**config.mk**
```make
export PLATFORM = sky130hd
export DESIGN_NAME = i2c_slave_rx
export DESIGN_NICKNAME = d
export VERILOG_FILES = /design/src/rtl/i2c_srx_pkg.sv /design/src/rtl/i2c_srx_sync.sv /design/src/rtl/i2c_srx_fsm.sv /design/src/rtl/i2c_srx_regs.sv /design/src/rtl/i2c_slave_rx.sv
export SDC_FILE = /design/constraint.sdc
export NUM_CORES = 1
export LEC_CHECK = 0
export CAP_MARGIN = 0
export CORE_ASPECT_RATIO = 1.4
export CORE_MARGIN = 2
export CORE_UTILIZATION = 40
export DETAILED_ROUTE_END_ITERATION = 12
export GPL_TIMING_DRIVEN = 0
export HOLD_SLACK_MARGIN = 0.06
export PLACE_DENSITY_LB_ADDON = 0.3
export SYNTH_ARGS = -nofsm -noshare
export SYNTH_HDL_FRONTEND = slang
export SYNTH_SLANG_ARGS = --single-unit
```
**constraint.sdc**
```tcl
create_clock -name clk -period 2.8 [get_ports clk]
set_input_delay 0.7 -clock clk [delete_from_list [all_inputs] [get_ports clk]]
set_output_delay 0.7 -clock clk [all_outputs]
set_load 0.01 [all_outputs]
```
**src/rtl/i2c_srx_pkg.sv**
```systemverilog
package i2c_srx_pkg;

    typedef enum logic [3:0] {
        ST_IDLE,
        ST_HDR,
        ST_HDR_ACK,
        ST_LOW_ADDR,
        ST_ADDR_ACK,
        ST_ADDR_HOLD,
        ST_DATA,
        ST_DATA_HOLD,
        ST_DATA_ACK
    } srx_state_e;

    localparam logic [1:0] SEL_CTRL  = 2'd0;
    localparam logic [1:0] SEL_STAT1 = 2'd1;
    localparam logic [1:0] SEL_STAT2 = 2'd2;
    localparam logic [1:0] SEL_DATA  = 2'd3;

    localparam int CTRL_EN  = 0;
    localparam int CTRL_IE  = 1;
    localparam int CTRL_TEN = 2;

    localparam logic [4:0] TEN_MARK = 5'b11110;

endpackage

```
**src/rtl/i2c_srx_sync.sv**
```systemverilog
module i2c_srx_sync #(
    parameter int STAGES = 2
) (
    input  logic clk,
    input  logic rst_n,
    input  logic scl_i,
    input  logic sda_i,
    output logic sda_s,
    output logic scl_rise,
    output logic scl_fall,
    output logic start_det,
    output logic stop_det
);
    logic [STAGES-1:0] scl_q, sda_q;
    logic              scl_p, sda_p;
    logic              scl_s;

    always_ff @(posedge clk or negedge rst_n) begin
        if (!rst_n) begin
            scl_q <= '1;
            sda_q <= '1;
            scl_p <= 1'b1;
            sda_p <= 1'b1;
        end else begin
            scl_q <= {scl_q[STAGES-2:0], scl_i};
            sda_q <= {sda_q[STAGES-2:0], sda_i};
            scl_p <= scl_q[STAGES-1];
            sda_p <= sda_q[STAGES-1];
        end
    end

    assign scl_s     = scl_q[STAGES-1];
    assign sda_s     = sda_q[STAGES-1];
    assign scl_rise  = scl_s & ~scl_p;
    assign scl_fall  = ~scl_s & scl_p;
    assign start_det = scl_s & scl_p & sda_p & ~sda_s;
    assign stop_det  = scl_s & scl_p & ~sda_p & sda_s;

endmodule

```
**src/rtl/i2c_srx_fsm.sv**
```systemverilog
module i2c_srx_fsm
    import i2c_srx_pkg::*;
#(
    parameter logic [9:0] OWN_ADDR = 10'h05A
) (
    input  logic       clk,
    input  logic       rst_n,
    input  logic       en,
    input  logic       ten,
    input  logic       sda_s,
    input  logic       scl_rise,
    input  logic       scl_fall,
    input  logic       start_det,
    input  logic       stop_det,
    input  logic       addr_pend,
    input  logic       rxne_pend,
    output logic       ev_addr,
    output logic       ev_byte,
    output logic       ev_stop,
    output logic [7:0] rx_byte,
    output logic       active,
    output logic       scl_low,
    output logic       sda_low
);
    localparam logic [7:0] HDR_MATCH  = {TEN_MARK, OWN_ADDR[9:8], 1'b0};
    localparam logic [7:0] ADDR7_MATCH = {OWN_ADDR[6:0], 1'b0};

    srx_state_e state, state_n;
    logic [3:0] cnt, cnt_n;
    logic [7:0] shreg, sh_n;
    logic       act_n;
    logic       byte_done;

    assign byte_done = scl_fall && (cnt == 4'd8);
    assign rx_byte   = shreg;

    always_comb begin
        state_n = state;
        cnt_n   = cnt;
        sh_n    = shreg;
        act_n   = active;
        ev_addr = 1'b0;
        ev_byte = 1'b0;
        ev_stop = 1'b0;
        if (!en) begin
            state_n = ST_IDLE;
            act_n   = 1'b0;
        end else if (stop_det) begin
            ev_stop = active;
            state_n = ST_IDLE;
            act_n   = 1'b0;
        end else if (start_det) begin
            state_n = ST_HDR;
            cnt_n   = 4'd0;
            act_n   = 1'b0;
        end else begin
            unique case (state)
                ST_IDLE: ;
                ST_HDR, ST_LOW_ADDR, ST_DATA: begin
                    if (scl_rise && cnt != 4'd8) begin
                        sh_n  = {shreg[6:0], sda_s};
                        cnt_n = cnt + 4'd1;
                    end else if (byte_done) begin
                        if (state == ST_HDR && ten) begin
                            state_n = (shreg == HDR_MATCH) ? ST_HDR_ACK : ST_IDLE;
                        end else if ((state == ST_HDR && shreg == ADDR7_MATCH) ||
                                     (state == ST_LOW_ADDR && shreg == OWN_ADDR[7:0])) begin
                            state_n = ST_ADDR_ACK;
                            ev_addr = 1'b1;
                            act_n   = 1'b1;
                        end else if (state == ST_DATA) begin
                            if (rxne_pend) begin
                                state_n = ST_DATA_HOLD;
                            end else begin
                                ev_byte = 1'b1;
                                state_n = ST_DATA_ACK;
                            end
                        end else begin
                            state_n = ST_IDLE;
                        end
                    end
                end
                ST_HDR_ACK: if (scl_fall) begin
                    state_n = ST_LOW_ADDR;
                    cnt_n   = 4'd0;
                end
                ST_ADDR_ACK: if (scl_fall) begin
                    state_n = addr_pend ? ST_ADDR_HOLD : ST_DATA;
                    cnt_n   = 4'd0;
                end
                ST_ADDR_HOLD: if (!addr_pend) state_n = ST_DATA;
                ST_DATA_HOLD: if (!rxne_pend) begin
                    ev_byte = 1'b1;
                    state_n = ST_DATA_ACK;
                end
                ST_DATA_ACK: if (scl_fall) begin
                    state_n = ST_DATA;
                    cnt_n   = 4'd0;
                end
                default: state_n = ST_IDLE;
            endcase
        end
    end

    always_ff @(posedge clk or negedge rst_n) begin
        if (!rst_n) begin
            state  <= ST_IDLE;
            cnt    <= 4'd0;
            shreg  <= 8'd0;
            active <= 1'b0;
        end else begin
            state  <= state_n;
            cnt    <= cnt_n;
            shreg  <= sh_n;
            active <= act_n;
        end
    end

    always_comb begin
        scl_low = (state == ST_ADDR_HOLD) || (state == ST_DATA_HOLD);
        sda_low = (state == ST_HDR_ACK) || (state == ST_ADDR_ACK) || (state == ST_DATA_ACK);
    end

    // a Stop always leaves the engine idle with both lines free
    p_stop_idle_r10: assert property (@(posedge clk) disable iff (!rst_n)
        stop_det |=> (state == ST_IDLE && !scl_low && !sda_low));

    // the engine never pulls both lines at once
    p_pull_exclusive_r10: assert property (@(posedge clk) disable iff (!rst_n)
        !(scl_low && sda_low));

    // leaving the address hold only once the flag is gone
    p_addr_hold_r1: assert property (@(posedge clk) disable iff (!rst_n)
        (state == ST_ADDR_HOLD && addr_pend && en && !stop_det && !start_det)
            |=> state == ST_ADDR_HOLD);

endmodule

```
**src/rtl/i2c_srx_regs.sv**
```systemverilog
module i2c_srx_regs
    import i2c_srx_pkg::*;
(
    input  logic       clk,
    input  logic       rst_n,
    input  logic [1:0] reg_sel,
    input  logic       reg_rd,
    input  logic       reg_wr,
    input  logic [7:0] reg_wdata,
    output logic [7:0] reg_rdata,
    input  logic       ev_addr,
    input  logic       ev_byte,
    input  logic       ev_stop,
    input  logic [7:0] rx_byte,
    input  logic       active,
    output logic       en,
    output logic       ten,
    output logic       addr_flag,
    output logic       rxne_flag,
    output logic       irq
);
    logic [7:0] ctrl_q;
    logic [7:0] data_q;
    logic       stop_flag;
    logic       arm_addr, arm_stop;
    logic       rd_stat1, rd_stat2, rd_data, wr_ctrl;

    assign rd_stat1 = reg_rd && reg_sel == SEL_STAT1;
    assign rd_stat2 = reg_rd && reg_sel == SEL_STAT2;
    assign rd_data  = reg_rd && reg_sel == SEL_DATA;
    assign wr_ctrl  = reg_wr && reg_sel == SEL_CTRL;

    always_ff @(posedge clk or negedge rst_n) begin
        if (!rst_n) begin
            ctrl_q    <= 8'd0;
            data_q    <= 8'd0;
            addr_flag <= 1'b0;
            rxne_flag <= 1'b0;
            stop_flag <= 1'b0;
            arm_addr  <= 1'b0;
            arm_stop  <= 1'b0;
        end else begin
            if (wr_ctrl) ctrl_q <= reg_wdata;
            if (rd_stat1) begin
                arm_addr <= addr_flag;
                arm_stop <= stop_flag;
            end else begin
                if (rd_stat2) arm_addr <= 1'b0;
                if (wr_ctrl)  arm_stop <= 1'b0;
            end
            if (ev_addr)                   addr_flag <= 1'b1;
            else if (rd_stat2 && arm_addr) addr_flag <= 1'b0;
            if (ev_stop)                   stop_flag <= 1'b1;
            else if (wr_ctrl && arm_stop)  stop_flag <= 1'b0;
            if (ev_byte) begin
                data_q    <= rx_byte;
                rxne_flag <= 1'b1;
            end else if (rd_data) begin
                rxne_flag <= 1'b0;
            end
        end
    end

    always_comb begin
        unique case (reg_sel)
            SEL_CTRL:  reg_rdata = ctrl_q;
            SEL_STAT1: reg_rdata = {5'd0, stop_flag, rxne_flag, addr_flag};
            SEL_STAT2: reg_rdata = {7'd0, active};
            default:   reg_rdata = data_q;
        endcase
    end

    assign en  = ctrl_q[CTRL_EN];
    assign ten = ctrl_q[CTRL_TEN];
    assign irq = ctrl_q[CTRL_IE] && (addr_flag || rxne_flag || stop_flag);

    // the address flag only falls after a status-2 read
    p_addr_clear_r2: assert property (@(posedge clk) disable iff (!rst_n)
        $fell(addr_flag) |-> $past(reg_rd && reg_sel == SEL_STAT2));

    // the stop flag only falls after a control write
    p_stop_clear_r6: assert property (@(posedge clk) disable iff (!rst_n)
        $fell(stop_flag) |-> $past(reg_wr && reg_sel == SEL_CTRL));

    // the receive flag only falls after a data read
    p_rxne_clear_r3: assert property (@(posedge clk) disable iff (!rst_n)
        $fell(rxne_flag) |-> $past(reg_rd && reg_sel == SEL_DATA));

    // a new byte is never delivered over an unread one
    p_no_overwrite_r4: assert property (@(posedge clk) disable iff (!rst_n)
        ev_byte |-> !rxne_flag);

endmodule

```
**src/rtl/i2c_slave_rx.sv**
```systemverilog
module i2c_slave_rx #(
    parameter logic [9:0] OWN_ADDR    = 10'h05A,
    parameter int         SYNC_STAGES = 2
) (
    input  logic       clk,
    input  logic       rst_n,
    input  logic       scl_i,
    input  logic       sda_i,
    output logic       scl_low_o,
    output logic       sda_low_o,
    input  logic [1:0] reg_sel,
    input  logic       reg_rd,
    input  logic       reg_wr,
    input  logic [7:0] reg_wdata,
    output logic [7:0] reg_rdata,
    output logic       irq_o
);
    logic       sda_s, scl_rise, scl_fall, start_det, stop_det;
    logic       en, ten, addr_flag, rxne_flag, active;
    logic       ev_addr, ev_byte, ev_stop;
    logic [7:0] rx_byte;

    i2c_srx_sync #(.STAGES(SYNC_STAGES)) u_sync (
        .clk(clk), .rst_n(rst_n), .scl_i(scl_i), .sda_i(sda_i),
        .sda_s(sda_s), .scl_rise(scl_rise), .scl_fall(scl_fall),
        .start_det(start_det), .stop_det(stop_det)
    );

    i2c_srx_fsm #(.OWN_ADDR(OWN_ADDR)) u_fsm (
        .clk(clk), .rst_n(rst_n), .en(en), .ten(ten), .sda_s(sda_s),
        .scl_rise(scl_rise), .scl_fall(scl_fall),
        .start_det(start_det), .stop_det(stop_det),
        .addr_pend(addr_flag), .rxne_pend(rxne_flag),
        .ev_addr(ev_addr), .ev_byte(ev_byte), .ev_stop(ev_stop),
        .rx_byte(rx_byte), .active(active),
        .scl_low(scl_low_o), .sda_low(sda_low_o)
    );

    i2c_srx_regs u_regs (
        .clk(clk), .rst_n(rst_n), .reg_sel(reg_sel), .reg_rd(reg_rd),
        .reg_wr(reg_wr), .reg_wdata(reg_wdata), .reg_rdata(reg_rdata),
        .ev_addr(ev_addr), .ev_byte(ev_byte), .ev_stop(ev_stop),
        .rx_byte(rx_byte), .active(active), .en(en), .ten(ten),
        .addr_flag(addr_flag), .rxne_flag(rxne_flag), .irq(irq_o)
    );

endmodule

```
-- After elaboration in Yosys (flattened, before gate mapping)
Cells that the tools add are included.
- output and inout port bits: 11
- logic and storage cells: 152
- flip-flop bits (word level): 44
- multiplexer cells: 60
- bitwise gates (word level): 13
- add/sub/neg operators: 1
- reduce and logical (&&, ||, !) cells: 32
- equality and inequality tests: 31
- operators by type and width (kind ; count):
    $mux W4 ; 17
    $mux W1 ; 37
    $ne A5 B5 Y1 const B ; 7
    $ne A4 B4 Y1 const B ; 7
    $pmux W4 S7 ; 1
    $pmux W8 S3 ; 1
    $eq A4 B3 Y1 const B ; 4
    $eq A8 B8 Y1 const B ; 2
    $reduce_and A5 Y1 ; 3
    $logic_and A1 B1 Y1 ; 12
    $reduce_bool A2 Y1 ; 5
    $eq A4 B2 Y1 const B ; 2
    $eq A4 B4 Y1 const B ; 2
    $eq A8 B7 Y1 const B ; 1
    $pmux W4 S2 ; 1
    $reduce_and A8 Y1 ; 1
    $and A1 B1 Y1 ; 7
    $logic_or A1 B1 Y1 ; 6
    $not A1 Y1 ; 6
    $reduce_or A3 Y1 ; 2
    $add A4 B1 Y4 const B ; 1
    $eq A2 B2 Y1 const B ; 2
    $eq A4 B1 Y1 const B ; 1
    $logic_not A4 Y1 ; 1
    7 further kinds ; 8

-- Logic depth before layout (Yosys ltp)
- depth in word-level cells: 12
- mapped depth: 9
- gate-level depth less buffers: 7

-- Cells and area by module
From an unflattened synthesis, not the netlist that was laid out.
- cells, all modules: 199
- area total of the unflattened synthesis: 2314.7 µm²
- by module, submodules not included (module ; cells an instance ; instances ; sequential area each (µm²) ; area each (µm²)):
    i2c_srx_fsm ; 118 ; 1 ; 425.4 ; 1139.8
    i2c_srx_regs ; 71 ; 1 ; 525.5 ; 984.7
    i2c_srx_sync ; 10 ; 1 ; 157.7 ; 190.2

-- Worst setup path after synthesis
Ideal clock, no wire load.
- path type: reg2reg
- from: register u_fsm.state[1]
- to: register u_regs.data_q[0]
- cell stages (with the launch flop): 8
- clock period less this slack: 2.305 ns
- slack: 0.495 ns
- library setup time: 0.125 ns
- arrival time: 2.180 ns
- cells stage by stage: dfrtp_1 mux2_4 a32o_1 or3_1 buf_2 or3_1 buf_6 mux2_4
- longest elaborated chain between the ends: 11
- elaborated cells between the ends (all ways): 18
- RTL lines (what ; line ; text):
    from (decl) ; i2c_srx_fsm.sv:28 ; srx_state_e state, state_n;
    from (signal assigned) ; i2c_srx_fsm.sv:112 ; state <= state_n;
    $eq A4 B1 Y1 or $eq A4 B2 Y1 (tied branches) ; -- ;
    $logic_and A1 B1 Y1, on equally long branches ; i2c_srx_fsm.sv:66, i2c_srx_fsm.sv:67 ;
    $logic_or A1 B1 Y1 ; i2c_srx_fsm.sv:66 ; end else if ((state == ST_HDR && shreg == ADDR7_MATCH) ||
    $mux W1 ; i2c_srx_fsm.sv:66 ;
    $mux W1 ; i2c_srx_fsm.sv:64 ; if (state == ST_HDR && ten) begin
    $mux W1 ; i2c_srx_fsm.sv:63 ; end else if (byte_done) begin
    $mux W1 ; i2c_srx_fsm.sv:60 ; if (scl_rise && cnt != 4'd8) begin
    $pmux W1 S2 (*) ; i2c_srx_fsm.sv:57 ; unique case (state)
    $mux W1 (*) ; i2c_srx_fsm.sv:52 ; end else if (start_det) begin
    $mux W1 (*) ; i2c_srx_fsm.sv:48 ; end else if (stop_det) begin
    $mux W1 (*) ; i2c_srx_fsm.sv:45 ; if (!en) begin
    to (signal assigned) ; i2c_srx_regs.sv:56 ; data_q <= rx_byte;
    to (decl) ; i2c_srx_regs.sv:23 ; logic [7:0] data_q;
Every way passes the cells marked *; elsewhere a longest branch is shown, timed or not.
A chain may end at the register's enable or synchronous reset.

-- Worst setup path after layout
- from: input port reg_sel[0]
- to: output port reg_rdata[0]
- longest elaborated chain between the ends: 2
- elaborated cells between the ends (all ways): 4
- RTL lines (what ; line ; text):
    from (decl) ; i2c_slave_rx.sv:11 ; input logic [1:0] reg_sel,
    $eq A2 B2 Y1, or another cell as far along ; i2c_srx_regs.sv:65 ; unique case (reg_sel)
    $pmux W8 S3 (*) ; i2c_srx_regs.sv:65 ;
    to (decl) ; i2c_slave_rx.sv:15 ; output logic [7:0] reg_rdata,
Marked as above.

==> results.md <==
* Status: finished, final reports clean
* Fmax at 363.6 MHz
* First-pass GRT wire length at 7948 um
* Worst skew pair latency at 0.30 ns
* Ys Warns at 0
* Int Pwr at 1.140 mW
* Std-Cell Core Area at roughly 5500 sq um
* Antenna viol nets, final at 0
* Overall die area at 6248 sq um
* CTS tree: yes
* Max Slew Vio Count at 0
* Lkg Pwr at 1.218 nW
* HP Class: primary input to asynchronous set/reset pin
* PD cells at 617.6 nW/um^2
* Post-synth top area share at 42.27%
* Final HPWL from detailed placement at 3306 um
* Type of origin of the critical path: primary input
* # H-tree levels at 2
* Clock transition at path regs at about 0.090 ns
* DRT Pass-1 Iters at 4
* Dominant synthesized flop cell: dfrtp_1
* Final number of setup-violating endpoints at 0
* Iteration-0 DRC Markers at 65
* Inst Count DP at 289
* Endpoints failing hold at 0
* Fin Clk Skew at between 0.01 and 0.015 ns
* Finished Layout Cells at approximately 300
* Initial Util at 41.01%
* Max Root-Sink Buffers at 2
* Peak supply drop at between 0.3 and 0.4 mV
* CP Max Fanout at 10
* Vias in the first global route at 1646
* Post-route clock period utilization at 98.23%
* Total track usage at 16.81%
* Largest cells by area after synthesis: dfrtp_1, mux2_2, dfstp_2
* Total wire length at about 4500 um
* Die height at 92.74 um
* Sw power at 0.5429 mW
* Reg2reg path depth at 7
* Worst relative slew slack at 63.72%
* GPL Wtd Cong at a little over 0.8
* Sequential share of power at 47.5%
* Std-Cell Rows at 32
* RSZ-0062 raised after global routing: false
* Post-synth top area cell: dfrtp_1
* Commonest cells post-synth: dfrtp_1, mux2_2, nand2_1
* Fraction of registers with async set/reset at 100.0%
* Ports at 27
* Most common cell in the synthesized netlist: dfrtp_1
* Core Util, Final at between 40% and 50%
* Area grow syn2layout at 21.13%
* TritonCTS Sinks at 44
* Worst EP required at 2.10 ns
* Largest net degree at the start of global routing at 37
* CTS buffer count at 5
* Port bufs at 26
* Antenna violations before repair at 0
* Die X at just under 70 um
* Netlist cell types at 46
* Net Sw Frac at 32.25%
* Cells after Synth at 194
* Syn Nets at approximately 210
* Clk root buf: clkbuf_8
* Clock period minus final worst setup slack at 2.750 ns
* Worst Setup Path Type: primary input to primary output
* Hold WS at 0.2499 ns
* Power consumption at between 1.5 and 2 mW
* Total gr overflow at 0
* Arrival @ worst endpoint at roughly 2.1 ns
* Clk pwr share at between 20% and 30%
* Post-layout net count at 248
* Hold Buf Count CTS at 0
* Routed WL per cell at 15.19 um
* EDFF count, synth at 0
* CP Capture Type: primary output
* Vias per cell at 5.419
* Actual slew at the worst max-slew pin at 0.5304 ns
* Worst slack, placed at -0.4867 ns
* Post-Syn Area per Cell at between 10 and 15 sq um
* Max_cap viols at 0
* Seq/Total Area, Yosys at 49.28%
* DR vias at 1615
* DRC viols at 0
* Comb power frac at 30.0%
* Antenna diodes at 0
* Yosys reg bits at 44
* Fin worst setup slack at 0.04959 ns
* Layout cells sized above 1 at 27.83%
* Mapped cell area at 2250 sq um
## per-layer routing
layer  GRT usage [%]  wire, um
met5               0         0
met2           27.81      2464
met3           3.402        92
met1           20.97      1904
met4           6.973        65
## final timing paths
| check | startpoint | end | slack (ns) |
|---|---|---|---|
| min | rst_n | u_fsm.state[2]$_DFFE_PN0P_ | 0.25 |
| min in group clk | u_sync.sda_q[0]$_DFF_PN1_ | u_sync.sda_q[1]$_DFF_PN1_ | 0.36 |
| min reg2reg | u_sync.sda_q[0]$_DFF_PN1_ | u_sync.sda_q[1]$_DFF_PN1_ | 0.36 |
| max in group asynchronous | rst_n | u_sync.sda_q[1]$_DFF_PN1_ | 2.03 |
| max | reg_sel[0] | reg_rdata[0] | 0.05 |
| max reg2reg | u_regs.addr_flag$_DFFE_PN0P_ | u_regs.data_q[4]$_DFFE_PN0P_ | 0.37 |
## kinds of logic (layout without fill, tap and decap cells)
| group | Yosys count | after routing | share of synthesized area, % |
|---|---|---|---|
| and+or+nand+nor | 53 | 53 | 13.85 |
| xor gates and xnor gates | 4 | 4 | 1.557 |
| DFF | 44 | 44 | 49.28 |
| adders and majority gates | 2 | 2 | 1.112 |
| buffers and inverters | 20 | 56 | 3.948 |
| muxes | 29 | 29 | 16.52 |
| AOI/OAI and AO/OA | 42 | 42 | 13.74 |
## registers in the layout, summed over array words and instances (netlist names), 2 cells and up
register and flops:
u_fsm.state 4, u_regs.ctrl_q 8, u_fsm.rx_byte 8, u_regs.data_q 8, u_fsm.cnt 4, u_sync.scl_q 2
u_sync.sda_q 2
## worst max-delay path: stages
cell and delay (ns):
clkdlybuf4s50_1 0.54, buf_8 0.15, mux4_2 0.50, buf_2 0.16
## power by group through the flow
stage                     Clock (mW)  Combinational, mW  Sequential, mW
after detailed placement           0              0.496           0.814
after global routing           0.420              0.565           0.816
after global placement             0              0.488           0.812
after floorplan                    0              0.355           0.788
after CTS                      0.394              0.502           0.801
final                          0.378              0.505           0.800
## cell usage in the layout, fill, tap and decap left out, types with 3 or more instances in the layout
master           count
dfstp_2              6
nor2b_1              5
nand3_1              7
mux2_2              19
nand2b_1             6
a21oi_1              7
or3_1                3
buf_2                7
clkbuf_8             6
clkdlybuf4s50_1     16
a22o_1               9
mux2_4               9
nor2_1               4
xnor2_1              4
dlygate4sd2_1        5
o22ai_1              3
dfrtp_1             38
inv_1                9
nand2_1             10
o21ai_0              5
## area by class of cell
cell class              instances  area [sq um]
clock buffers                   5         68.82
fillers                       494          2760
repair buffers                 29         277.8
multi-input cells             130          1062
plain buffers                  10         72.57
well taps                      68         85.08
flip-flops and latches         44          1109
clock inverters                 2         12.51
inverters                      10         37.54
## stage by stage
step                instance area, sq um  setup TNS (ns)
detailed placement                  2610          -3.509
global route                        2725               0
global placement                    2595          -9.803
finish                              2725               0
floorplan                           2250               0
CTS                                 2726               0
## timing repair
item | in CTS | in global routing
buffers inserted | 2 | 0
gates resized for setup | 24 | 3
endpoints found under the hold margin | 0 | 0
gates cloned | 0 | 0
endpoints found under the setup margin | 9 | 3
Note: power is estimated with default switching activity, not from simulation.
